### src/rtl/i2c_dual_pkg.sv
`timescale 1ns/1ps
package i2c_dual_pkg;
    localparam int BYTE_W   = 8;
    localparam int ID_W     = BYTE_W - 1;
    localparam int BITCNT_W = 4;
    localparam int NSPACE   = 2;

    typedef enum logic [3:0] {
        ST_IDLE,
        ST_ADDR_RX,
        ST_ADDR_ACK,
        ST_WORD_RX,
        ST_WORD_ACK,
        ST_DATA_RX,
        ST_DATA_ACK,
        ST_TX_BYTE,
        ST_TX_ACK,
        ST_PARK
    } tgt_state_e;

    typedef enum logic [0:0] {
        SPC_CSR = 1'b0,
        SPC_MEM = 1'b1
    } space_e;
endpackage

### src/rtl/i2c_dual_cond.sv
`timescale 1ns/1ps
module i2c_dual_cond (
    input  logic clk,
    input  logic rst_n,
    input  logic scl_i,
    input  logic sda_i,
    output logic scl_rise,
    output logic scl_fall,
    output logic bus_start,
    output logic bus_stop,
    output logic sda_s
);
    logic scl_a, scl_b, sda_a, sda_b;

    // Idle bus is high on both lines, so reset to 1 to avoid a false edge.
    always_ff @(posedge clk or negedge rst_n) begin
        if (!rst_n) begin
            scl_a <= 1'b1;
            scl_b <= 1'b1;
            sda_a <= 1'b1;
            sda_b <= 1'b1;
        end else begin
            scl_a <= scl_i;
            scl_b <= scl_a;
            sda_a <= sda_i;
            sda_b <= sda_a;
        end
    end

    assign scl_rise  = scl_a & ~scl_b;
    assign scl_fall  = ~scl_a & scl_b;
    assign bus_start = scl_a & scl_b & sda_b & ~sda_a;
    assign bus_stop  = scl_a & scl_b & ~sda_b & sda_a;
    assign sda_s     = sda_a;
endmodule

### src/rtl/i2c_dual_wcnt.sv
`timescale 1ns/1ps
module i2c_dual_wcnt #(
    parameter int AW = 8
) (
    input  logic          clk,
    input  logic          rst_n,
    input  logic          load,
    input  logic [AW-1:0] load_val,
    input  logic          inc,
    output logic [AW-1:0] addr
);
    logic [AW-1:0] cnt_q;

    always_ff @(posedge clk or negedge rst_n) begin
        if (!rst_n)    cnt_q <= '0;
        else if (load) cnt_q <= load_val;
        else if (inc)  cnt_q <= cnt_q + 1'b1;
    end

    assign addr = cnt_q;


    cnt_wrap_chk: assert property (@(posedge clk) disable iff (!rst_n)
        (inc && !load && cnt_q == '1) |=> cnt_q == '0);


    cnt_load_chk: assert property (@(posedge clk) disable iff (!rst_n)
        load |=> cnt_q == $past(load_val));
endmodule

### src/rtl/i2c_dual_fsm.sv
`timescale 1ns/1ps
module i2c_dual_fsm
    import i2c_dual_pkg::*;
#(
    parameter logic [ID_W-1:0] ID_CSR = 7'h6F,
    parameter logic [ID_W-1:0] ID_MEM = 7'h57
) (
    input  logic              clk,
    input  logic              rst_n,
    input  logic              scl_rise,
    input  logic              scl_fall,
    input  logic              bus_start,
    input  logic              bus_stop,
    input  logic              sda_s,
    input  logic [BYTE_W-1:0] rdata,
    output logic              sda_oe,
    output logic              wr_stb,
    output logic              rd_stb,
    output space_e            space,
    output logic [BYTE_W-1:0] wdata,
    output logic              cnt_load,
    output logic [BYTE_W-1:0] load_val
);
    tgt_state_e          state_q, state_d;
    logic [BITCNT_W-1:0] bit_q;
    logic [BYTE_W-1:0]   rx_q, tx_q;
    logic                rd_q, rw_q, bind_vld_q;
    space_e              space_q, bind_q, hit_spc;
    logic [ID_W-1:0]     id_w;
    logic                rw_w, hit_csr, hit_mem, clash, accept, byte_in, quiet, rx_state;

    assign id_w     = rx_q[BYTE_W-1:1];
    assign rw_w     = rx_q[0];
    assign hit_csr  = (id_w == ID_CSR);
    assign hit_mem  = (id_w == ID_MEM);
    assign hit_spc  = hit_mem ? SPC_MEM : SPC_CSR;
    assign clash    = rw_w && bind_vld_q && (hit_spc != bind_q);
    assign accept   = (hit_csr || hit_mem) && !clash;
    assign byte_in  = scl_fall && (bit_q == BITCNT_W'(BYTE_W));
    assign quiet    = !bus_start && !bus_stop;
    assign rx_state = (state_q == ST_ADDR_RX) || (state_q == ST_WORD_RX) ||
                      (state_q == ST_DATA_RX);

    // Next-state logic
    always_comb begin
        state_d = state_q;
        if (bus_stop) begin
            state_d = ST_IDLE;
        end else if (bus_start) begin
            state_d = ST_ADDR_RX;
        end else begin
            unique case (state_q)
                ST_ADDR_RX:  if (byte_in)  state_d = accept ? ST_ADDR_ACK : ST_PARK;
                ST_ADDR_ACK: if (scl_fall) state_d = rw_q ? ST_TX_BYTE : ST_WORD_RX;
                ST_WORD_RX:  if (byte_in)  state_d = ST_WORD_ACK;
                ST_WORD_ACK: if (scl_fall) state_d = ST_DATA_RX;
                ST_DATA_RX:  if (byte_in)  state_d = ST_DATA_ACK;
                ST_DATA_ACK: if (scl_fall) state_d = ST_DATA_RX;
                ST_TX_BYTE:  if (scl_fall && bit_q == BITCNT_W'(BYTE_W - 1))
                                 state_d = ST_TX_ACK;
                ST_TX_ACK: begin
                    if (scl_rise && sda_s) state_d = ST_PARK;
                    else if (scl_fall)     state_d = ST_TX_BYTE;
                end
                ST_IDLE, ST_PARK: state_d = state_q;
                default:          state_d = ST_IDLE;
            endcase
        end
    end

    // State register
    always_ff @(posedge clk or negedge rst_n) begin
        if (!rst_n) state_q <= ST_IDLE;
        else        state_q <= state_d;
    end

    // Shifters, bit counter and identity binding
    always_ff @(posedge clk or negedge rst_n) begin
        if (!rst_n) begin
            bit_q      <= '0;
            rx_q       <= '0;
            tx_q       <= '1;
            rd_q       <= 1'b0;
            rw_q       <= 1'b0;
            space_q    <= SPC_CSR;
            bind_q     <= SPC_CSR;
            bind_vld_q <= 1'b0;
        end else begin
            rd_q <= rd_stb;
            if (state_d != state_q || bus_start)
                bit_q <= '0;
            else if (rx_state && scl_rise)
                bit_q <= bit_q + 1'b1;
            else if (state_q == ST_TX_BYTE && scl_fall)
                bit_q <= bit_q + 1'b1;

            if (rx_state && scl_rise)
                rx_q <= {rx_q[BYTE_W-2:0], sda_s};

            if (rd_q)
                tx_q <= rdata;
            else if (state_q == ST_TX_BYTE && scl_fall)
                tx_q <= {tx_q[BYTE_W-2:0], 1'b1};

            if (bus_stop) begin
                bind_vld_q <= 1'b0;
            end else if (state_q == ST_ADDR_RX && byte_in && quiet && accept) begin
                space_q <= hit_spc;
                rw_q    <= rw_w;
                if (!rw_w) begin
                    bind_vld_q <= 1'b1;
                    bind_q     <= hit_spc;
                end
            end
        end
    end

    // Outputs
    always_comb begin
        sda_oe   = 1'b0;
        wr_stb   = 1'b0;
        rd_stb   = 1'b0;
        cnt_load = 1'b0;
        unique case (state_q)
            ST_ADDR_ACK, ST_WORD_ACK, ST_DATA_ACK: sda_oe = 1'b1;
            ST_TX_BYTE: sda_oe   = ~tx_q[BYTE_W-1];
            ST_ADDR_RX: rd_stb   = quiet && byte_in && accept && rw_w;
            ST_WORD_RX: cnt_load = quiet && byte_in;
            ST_DATA_RX: wr_stb   = quiet && byte_in;
            ST_TX_ACK:  rd_stb   = quiet && scl_rise && !sda_s;
            default: ;
        endcase
    end

    assign space    = (state_q == ST_ADDR_RX) ? hit_spc : space_q;
    assign wdata    = rx_q;
    assign load_val = rx_q;


    stop_idle_chk: assert property (@(posedge clk) disable iff (!rst_n)
        bus_stop |=> state_q == ST_IDLE);


    start_rx_chk: assert property (@(posedge clk) disable iff (!rst_n)
        bus_start |=> state_q == ST_ADDR_RX);


    oe_rise_chk: assert property (@(posedge clk) disable iff (!rst_n)
        $rose(sda_oe) |-> $past(scl_fall));


    wr_pulse_chk: assert property (@(posedge clk) disable iff (!rst_n)
        wr_stb |=> !wr_stb);


    clash_park_chk: assert property (@(posedge clk) disable iff (!rst_n)
        (state_q == ST_ADDR_RX && byte_in && quiet && clash) |=> state_q == ST_PARK);
endmodule

### src/rtl/i2c_dual_route.sv
`timescale 1ns/1ps
module i2c_dual_route
    import i2c_dual_pkg::*;
(
    input  logic                          clk,
    input  logic                          rst_n,
    input  logic                          wr_stb,
    input  logic                          rd_stb,
    input  space_e                        space,
    input  logic [NSPACE-1:0][BYTE_W-1:0] rdata_v,
    output logic [NSPACE-1:0]             we_v,
    output logic [NSPACE-1:0]             re_v,
    output logic [BYTE_W-1:0]             rdata
);
    for (genvar g = 0; g < NSPACE; g++) begin : g_spc
        assign we_v[g] = wr_stb && (int'(space) == g);
        assign re_v[g] = rd_stb && (int'(space) == g);
    end

    assign rdata = rdata_v[space];


    port_onehot_chk: assert property (@(posedge clk) disable iff (!rst_n)
        $onehot0({we_v, re_v}));
endmodule

### src/rtl/i2c_dual_target.sv
`timescale 1ns/1ps
module i2c_dual_target
    import i2c_dual_pkg::*;
#(
    parameter logic [ID_W-1:0] ID_CSR = 7'h6F,
    parameter logic [ID_W-1:0] ID_MEM = 7'h57
) (
    input  logic              clk,
    input  logic              rst_n,
    input  logic              scl_i,
    input  logic              sda_i,
    output logic              sda_oe,
    output logic              csr_we,
    output logic              csr_re,
    output logic [BYTE_W-1:0] csr_addr,
    output logic [BYTE_W-1:0] csr_wdata,
    input  logic [BYTE_W-1:0] csr_rdata,
    output logic              mem_we,
    output logic              mem_re,
    output logic [BYTE_W-1:0] mem_addr,
    output logic [BYTE_W-1:0] mem_wdata,
    input  logic [BYTE_W-1:0] mem_rdata
);
    logic scl_rise, scl_fall, bus_start, bus_stop, sda_s;
    logic wr_stb, rd_stb, cnt_load;
    logic [BYTE_W-1:0] wdata, load_val, rdata, addr;
    space_e space;
    logic [NSPACE-1:0] we_v, re_v;
    logic [NSPACE-1:0][BYTE_W-1:0] rdata_v;

    i2c_dual_cond u_cond (
        .clk(clk), .rst_n(rst_n), .scl_i(scl_i), .sda_i(sda_i),
        .scl_rise(scl_rise), .scl_fall(scl_fall),
        .bus_start(bus_start), .bus_stop(bus_stop), .sda_s(sda_s)
    );

    i2c_dual_fsm #(.ID_CSR(ID_CSR), .ID_MEM(ID_MEM)) u_fsm (
        .clk(clk), .rst_n(rst_n), .scl_rise(scl_rise), .scl_fall(scl_fall),
        .bus_start(bus_start), .bus_stop(bus_stop), .sda_s(sda_s),
        .rdata(rdata), .sda_oe(sda_oe), .wr_stb(wr_stb), .rd_stb(rd_stb),
        .space(space), .wdata(wdata), .cnt_load(cnt_load), .load_val(load_val)
    );

    i2c_dual_wcnt #(.AW(BYTE_W)) u_wcnt (
        .clk(clk), .rst_n(rst_n), .load(cnt_load), .load_val(load_val),
        .inc(wr_stb | rd_stb), .addr(addr)
    );

    assign rdata_v[SPC_CSR] = csr_rdata;
    assign rdata_v[SPC_MEM] = mem_rdata;

    i2c_dual_route u_route (
        .clk(clk), .rst_n(rst_n), .wr_stb(wr_stb), .rd_stb(rd_stb),
        .space(space), .rdata_v(rdata_v), .we_v(we_v), .re_v(re_v), .rdata(rdata)
    );

    assign csr_we    = we_v[SPC_CSR];
    assign csr_re    = re_v[SPC_CSR];
    assign mem_we    = we_v[SPC_MEM];
    assign mem_re    = re_v[SPC_MEM];
    assign csr_addr  = addr;
    assign mem_addr  = addr;
    assign csr_wdata = wdata;
    assign mem_wdata = wdata;
endmodule

### config.mk
export PLATFORM = sky130hd
export DESIGN_NAME = i2c_dual_target
export DESIGN_NICKNAME = d
export VERILOG_FILES = /design/src/rtl/i2c_dual_pkg.sv /design/src/rtl/i2c_dual_cond.sv /design/src/rtl/i2c_dual_wcnt.sv /design/src/rtl/i2c_dual_fsm.sv /design/src/rtl/i2c_dual_route.sv /design/src/rtl/i2c_dual_target.sv
export SDC_FILE = /design/constraint.sdc
export NUM_CORES = 1
export LEC_CHECK = 0
export BUFFER_PORTS_ARGS = -buffer_cell sky130_fd_sc_hd__buf_2
export CAP_MARGIN = 30
export CORE_ASPECT_RATIO = 1.75
export CORE_MARGIN = 2
export CORE_UTILIZATION = 36
export DETAILED_ROUTE_END_ITERATION = 8
export GPL_TIMING_DRIVEN = 0
export PLACE_DENSITY = 0.55
export SLEW_MARGIN = 0
export SYNTH_ARGS = -nofsm -noshare
export SYNTH_HDL_FRONTEND = slang
export SYNTH_SLANG_ARGS = --single-unit
### constraint.sdc
create_clock -name clk -period 3.8 [get_ports clk]
set_clock_uncertainty 0.15 [all_clocks]
set_input_delay 0.95 -clock clk [delete_from_list [all_inputs] [get_ports clk]]
set_output_delay 0.95 -clock clk [all_outputs]
set_load 0.1 [all_outputs]
==> impl_metrics.tcl, run 1 <==
set metrics [dict create \
    syn_nets 298 \
    avgViaCountPerCell 5.49 \
    synthesis.area_um2 2650 \
    fp.dieH_um 118 \
    grt_max_degree 42 \
    yosysWarnings 0 \
    core.rowCount 41 \
    max-cap-violations 0 \
    clk_pin_slew_worst_paths_ns 0.06 \
    min_period_ns 3.67 \
    yosys.area_share.xor_xnor_pct 1.32 \
    vias 2340 \
    antennaDiodeCount 0 \
    cts_made_buffers 5 \
    cts_setup_buffers 0 \
    finalPower_mw 1.81 \
    critPathLaunchType "register" \
    critPathArrivalTime_ns 2.57 \
    synth.distinct_cells 60 \
    drv_slew 0 \
    p_seq_share_pct 30.8 \
    drive_gt1_share_pct 37.4 \
    critical-path-max-stage-delay_ns 0.42 \
    switching_share_pct 50.6 \
    crit_buf_inv 4 \
    grt_pass1_wl_um 10900 \
    pre_cts_ws_ns 0.349 \
    holdBufCountCts 0 \
    crit_path_top_delay_cell "buf_2" \
    grt_remaining_overflow 0 \
    clock.fmax_ghz 0.272 \
    fillers 762 \
    wl_per_cell_um 15.6 \
    rsz0062_at_grt "false" \
    post_dp_cell_area_um2 3060 \
    holdWs_ns 0.259 \
    crit_fanout 10 \
    stdcell_area_um2 3230 \
    cp.required_ns 2.70 \
    cts.repair.resized 0 \
    drtIter0Drc 93 \
    worstSetupPathType "register to output port" \
    synth_seq_area_share_pct 39.3 \
    tightest_slew_ns 0.575 \
    synthAdderAreaFrac_pct 1.42 \
    leakage_nw 1.57 \
    hpwl_um 5180 \
    cts-root-buf "clkbuf_16" \
    antenna_found_initial 0 \
    ir_drop_v 0.000297 \
    wl_um 6640 \
    first_global_vias 2244 \
    setup_slack_ns 0.128 \
    cp_cell_sequence "buf_6, nor4b_4, mux2i_1, buf_2, inv_1, nor2_2, buf_2" \
    clock_path_buffers 2 \
    setup_tns_ns 0 \
    ioPinCount 57 \
    p_clk_share_pct 23.8 \
    synth-simple-area-share_pct 22.8 \
    clk-insertion-delay-late_ns 0.29 \
    p_int_mw 0.894 \
    start_util_pct 36.9 \
    drtPass1Iterations 4 \
    die_x_um 68.9 \
    layout.cells.non_filler 426 \
    drc 0 \
    fin_nets 362 \
    power_frac_comb_pct 45.4 \
    dpl.cell_count 417 \
    die_area_um2 8090 \
    syn_to_final_growth_pct 21.8 \
    outcome "complete, no violations" \
    fin_crit_sh_pct 96.6 \
    synth_top_family_by_area "simple AND/OR/NAND/NOR gates" \
    crit_path_frequent_cell "buf_2" \
    synth_ff_type "dfrtp_1" \
    routabilityCongestion 0.902 \
    path_delay_family "buffers and inverters" \
    syn_area_per_cell_um2 9.64 \
    power_density_nw_per_um2 560 \
    max_slew_margin_pct 61.3 \
    track_usage_pct 17.9 \
    synth_cells 275 \
    p_switching_mw 0.915 \
    final_hold_viol_count 0 \
    ctsHtreeMaxLevel 2 \
    core_area_um2 7180 \
    tritoncts "yes" \
    synth_seq_cells 41 \
    synth_compound_area_share_pct 18.3 \
    regArea_um2 1040 \
    hold_class "register to register" \
    clock_sinks 41 \
    synth-edff-count 0 \
    multi_input_area_um2 1420 \
    synthMuxAreaShare_pct 8.78 \
    setup_viol 0 \
    antenna_left 0 \
    numPortBuffers 56 \
    endpoint_kind "output port" \
    final_util_pct 45.0 \
    async_flop_share_pct 100 \
]
final timing paths:
kind	start	to	slack [ns]	cells past startpoint
setup / recovery	u_fsm.state_q[1]$_DFF_PN0_	csr_re	0.13	7
hold / removal	u_cond.scl_a$_DFF_PN1_	u_cond.scl_b$_DFF_PN1_	0.26	0
setup reg to reg	u_cond.scl_b$_DFF_PN1_	u_fsm.bit_q[3]$_DFFE_PN0P_	1.33	6
hold reg to reg	u_cond.scl_a$_DFF_PN1_	u_cond.scl_b$_DFF_PN1_	0.26	0
max in group asynchronous	rst_n	u_cond.scl_a$_DFF_PN1_	2.72	2
min in group asynchronous	rst_n	u_fsm.load_val[2]$_DFFE_PN0P_	0.30	1
placed cells by master (no fill, tap or decap), types with 9 or more instances in the layout:
master / count
o21ai_0: 9
buf_2: 61
nand2_1: 17
inv_1: 10
nand3_1: 9
mux2i_1: 12
dfrtp_1: 29
a211oi_1: 10
a21oi_1: 9
nor2_1: 20
mux2_2: 10
buf_4: 16
dfstp_2: 12
power groups by stage:
stage | clock (mW) | combinational (mW) | sequential (mW)
global route | 0.459 | 0.856 | 0.566
CTS | 0.448 | 0.824 | 0.556
global placement | 0 | 0.819 | 0.566
detailed placement | 0 | 0.824 | 0.563
floorplan | 0 | 0.444 | 0.802
finish | 0.431 | 0.821 | 0.558
sequential cells by signal, summed over array words and instances, names as in the netlist:
name / count
u_cond.scl_b: 1
u_fsm.tx_q: 8
u_wcnt.addr: 8
u_fsm.bind_vld_q: 1
u_fsm.bit_q: 4
u_cond.scl_a: 1
u_fsm.load_val: 8
u_cond.sda_b: 1
u_fsm.state_q: 4
u_fsm.rd_q: 1
u_fsm.rw_q: 1
u_cond.sda_s: 1
u_fsm.bind_q: 1
u_fsm.space_q: 1
synth_stat cells (all sizes together), types with 3 or more instances:
cell type  count  area share (%)
and3b          3            0.99
xnor2          3            0.99
inv           10             1.4
dfstp         12              12
o22ai          4            0.94
nand3b         7             2.0
nor2          25             3.6
a21oi          9             1.7
a21o           8             2.3
o21ai         10             2.0
or4            4             1.1
nand2         17             2.4
a211oi        10             2.8
o31ai          4             1.3
nor4           5             1.2
nor2b          4            0.94
dfrtp         29              27
clkbuf         3            0.42
and3           5             1.2
a22o           3            0.99
a31oi          3             1.3
mux2          10             4.2
nand2b         4            0.94
mux2i         12             4.5
nor3           3            0.57
buf           24             6.2
nand3         10             2.1
ha             3             1.4
area by class of cell:
class	count	area share, %
clock buffers	5	3.87
plain buffers	27	5.46
repair buffers	57	9.38
clock inverters	3	0.697
flip-flops and latches	41	32.2
inverters	10	1.16
multi-input cells	197	43.9
well taps	86	3.33
kinds of logic after synthesis:
family / after synthesis
buffers and inverters: 37
XOR/XNOR: 4
flip-flops: 41
AND/OR/NAND/NOR: 103
adder cells (fa/ha/maj): 3
multiplexers: 22
AO/OA/AOI/OAI: 65
per-layer routing:
| layer | track usage [%] | wire length [µm] | part of all wire, % |
|---|---|---|---|
| met1 | 19.0 | 2420 | 36 |
| met2 | 31.2 | 3580 | 54 |
| met3 | 3.15 | 275 | 4.1 |
| met4 | 10.5 | 355 | 5.3 |
| met5 | 0 | 0 | 0 |
Note: power is estimated with default switching activity, not from simulation.
==> run 2, diff against run 1 <==
--- a/config.mk
+++ b/config.mk
@@ -16,4 +16,5 @@
 export SLEW_MARGIN = 0
 export SYNTH_ARGS = -nofsm -noshare
 export SYNTH_HDL_FRONTEND = slang
+export SYNTH_HIERARCHICAL = 1
 export SYNTH_SLANG_ARGS = --single-unit
==> run 2 against run 1 <==
Total power increased by 6.9%; first-iteration DRC count decreased by 12%; sequential power about the same; clock power increased by 11%; hold slack got worse by 0.013 ns; critical path depth increased by 1; combinational power increased by 9.6%; critical endpoint is now mem_re; maximum frequency increased by 1.3%; core utilization increased by 1.0 points; synthesized cell count increased by 1.5%; highest routed layer unchanged; sequential share of layout area decreased by 0.93 points; global-route usage decreased by 0.14 points.
==> impl_metrics.tcl, run 2 <==
set metrics [dict create \
    stdcell_area_um2 3330 \
    ir_drop_v 0.000352 \
    first_global_vias 2324 \
    antenna_found_initial 0 \
    cp.required_ns 2.70 \
    die_area_um2 8210 \
    ioPinCount 57 \
    power_density_nw_per_um2 582 \
    core.rowCount 41 \
    synth.distinct_cells 59 \
    synth_top_area_share_pct 27.0 \
    async_flop_share_pct 100 \
    max-cap-violations 0 \
    r2r-start "u_cond/scl_b$_DFF_PN1_" \
    avgViaCountPerCell 5.23 \
    ctsHtreeMaxLevel 2 \
    numPortBuffers 56 \
    drv_slew 0 \
    leakage_nw 1.62 \
    drtPass1Iterations 4 \
    clock.fmax_ghz 0.276 \
    drive_gt1_share_pct 41.3 \
    grt_pass1_wl_um 11400 \
    outcome "complete, no violations" \
    critPathArrivalTime_ns 2.53 \
    syn_nets 302 \
    synth_cells 279 \
    setup_viol 0 \
    drtIter0Drc 82 \
    setup_slack_ns 0.174 \
    wl_per_cell_um 15.8 \
    syn_area_per_cell_um2 9.65 \
    layout_commonest_cell "buf_2" \
    crit_fanout 6 \
    fin_nets 366 \
    synth-edff-count 0 \
    wl_um 6810 \
    start_util_pct 37.2 \
    crit_start "u_cond/scl_b$_DFF_PN1_" \
    pre_cts_ws_ns -0.0215 \
    setup_tns_ns 0 \
    fillers 717 \
    track_usage_pct 17.8 \
    yosysWarnings 6 \
    antennaDiodeCount 0 \
    cts_made_buffers 5 \
    post_dp_cell_area_um2 3080 \
    synthesis.area_um2 2690 \
    clk-insertion-delay-late_ns 0.29 \
    hold_class "register to register" \
    clk_pin_slew_worst_paths_ns 0.06 \
    fin_crit_sh_pct 95.4 \
    drc 0 \
    max_slew_margin_pct 61.1 \
    antenna_left 0 \
    critPathLaunchType "register" \
    clock_path_buffers 2 \
    layout.cells.non_filler 430 \
    routabilityCongestion 0.942 \
    hpwl_um 5240 \
    min_period_ns 3.63 \
    synth.most_common_cell "nand2_1" \
    synth_ff_type "dfrtp_1" \
    synth_area_leaders "dfrtp_1, dfstp_2, buf_4" \
    multi_input_area_um2 1390 \
    clock_sinks 41 \
    die_x_um 69.4 \
    tightest_slew_ns 0.582 \
    endpoint_kind "output port" \
    dpl.cell_count 421 \
    core_area_um2 7230 \
    final_hold_viol_count 0 \
    synth_seq_cells 41 \
    synthTopCellsByCount "nand2_1, dfrtp_1, buf_4" \
    synth_area_leader_cell "dfrtp_1" \
    vias 2249 \
    grt_max_degree 42 \
    hold_start "u_cond/scl_a$_DFF_PN1_" \
    worstSetupPathType "register to output port" \
    synth_seq_area_share_pct 38.7 \
    fp.dieH_um 118 \
    syn_to_final_growth_pct 23.6 \
    tritoncts "yes" \
    cts-root-buf "clkbuf_16" \
    grt_remaining_overflow 0 \
    final_cell_mix "buf_2, nand2_1, dfrtp_1" \
    finalPower_mw 1.94 \
    rsz0062_at_grt "false" \
    regArea_um2 1040 \
]
## run 2: cell types whose count changed in the layout (fill, tap and decap cells not counted), sizes merged, moves of 5 or more
cell    delta
buf       +11
o21ai     +11
nand3b     -5
mux2      +10
a21o       -7
nor2       -9
nand2     +13
a211oi    -10
## run 2: cell type report
type / count / share of cell area (%)
multi-input cells: 191 / 41.9
clock inverters: 1 / 0.226
inverters: 7 / 0.790
flip-flops and latches: 41 / 31.3
plain buffers: 39 / 7.75
clock buffers: 7 / 4.93
well taps: 86 / 3.24
repair buffers: 58 / 9.86
## run 2: path summary, 6_finish.rpt
path	end	slack, ns	depth (start not counted)
max in group asynchronous	u_fsm/tx_q[0]$_DFFE_PN1P_	2.47	2
min in group asynchronous	u_wcnt/addr[2]$_DFFE_PN0P_	0.46	1
worst min-delay path	u_cond/scl_b$_DFF_PN1_	0.25	0
worst max-delay path	mem_re	0.17	8
worst max register to register	u_wcnt/addr[7]$_DFFE_PN0P_	0.73	11
worst min register to register	u_cond/scl_b$_DFF_PN1_	0.25	0
## run 2: repair_timing
item,in CTS,in global routing
setup endpoints to repair,2,4
hold buffers,0,0
setup buffers,0,1
endpoints found under the hold margin,0,0
pin swaps,0,3
gates resized for setup,4,8
cloned,0,0
## run 2: per-layer routing
layer	track usage, %	vias to the layer above	share of wire, %
met5	0	-	0
li1	-	1102	-
met1	17.5	1056	36
met3	2.90	16	4.0
met4	8.70	0	3.9
met2	34.6	75	56
## run 2: logic make-up after synthesis
family	share of synthesized area [%]
flops	38.7
compound gates	11.5
fa+ha+maj	1.39
simple gates	23.0
buf+inv	10.6
mux	12.6
xor+xnor	2.28
## run 2: report_power, final
part           total (mW)  switching (mW)  internal (mW)  leakage (nW)
Clock               0.479           0.177          0.301        0.0813
Sequential          0.557          0.0716          0.485         0.519
Combinational       0.900           0.679          0.221          1.02
## run 2: critical path, cell delays in order (launching register included)
cell     delay [ns]
dfstp_2        0.54
nor2b_2        0.18
and4b_2        0.34
nand2_1        0.11
nor3_4         0.24
a21oi_1        0.11
nor3_2         0.29
and2_2         0.20
buf_6          0.22
## run 2: metrics by stage
| stage | hold slack (ns) | util (%) |
|---|---|---|
| 6_report | 0.246 | 46.0 |
| 5_1_grt | 0.255 | 46.0 |
| 3_3_place_gp | 0.232 | 42.6 |
| 4_1_cts | 0.242 | 45.1 |
| 3_5_place_dp | 0.232 | 42.6 |
| 2_1_floorplan | 0.218 | - |
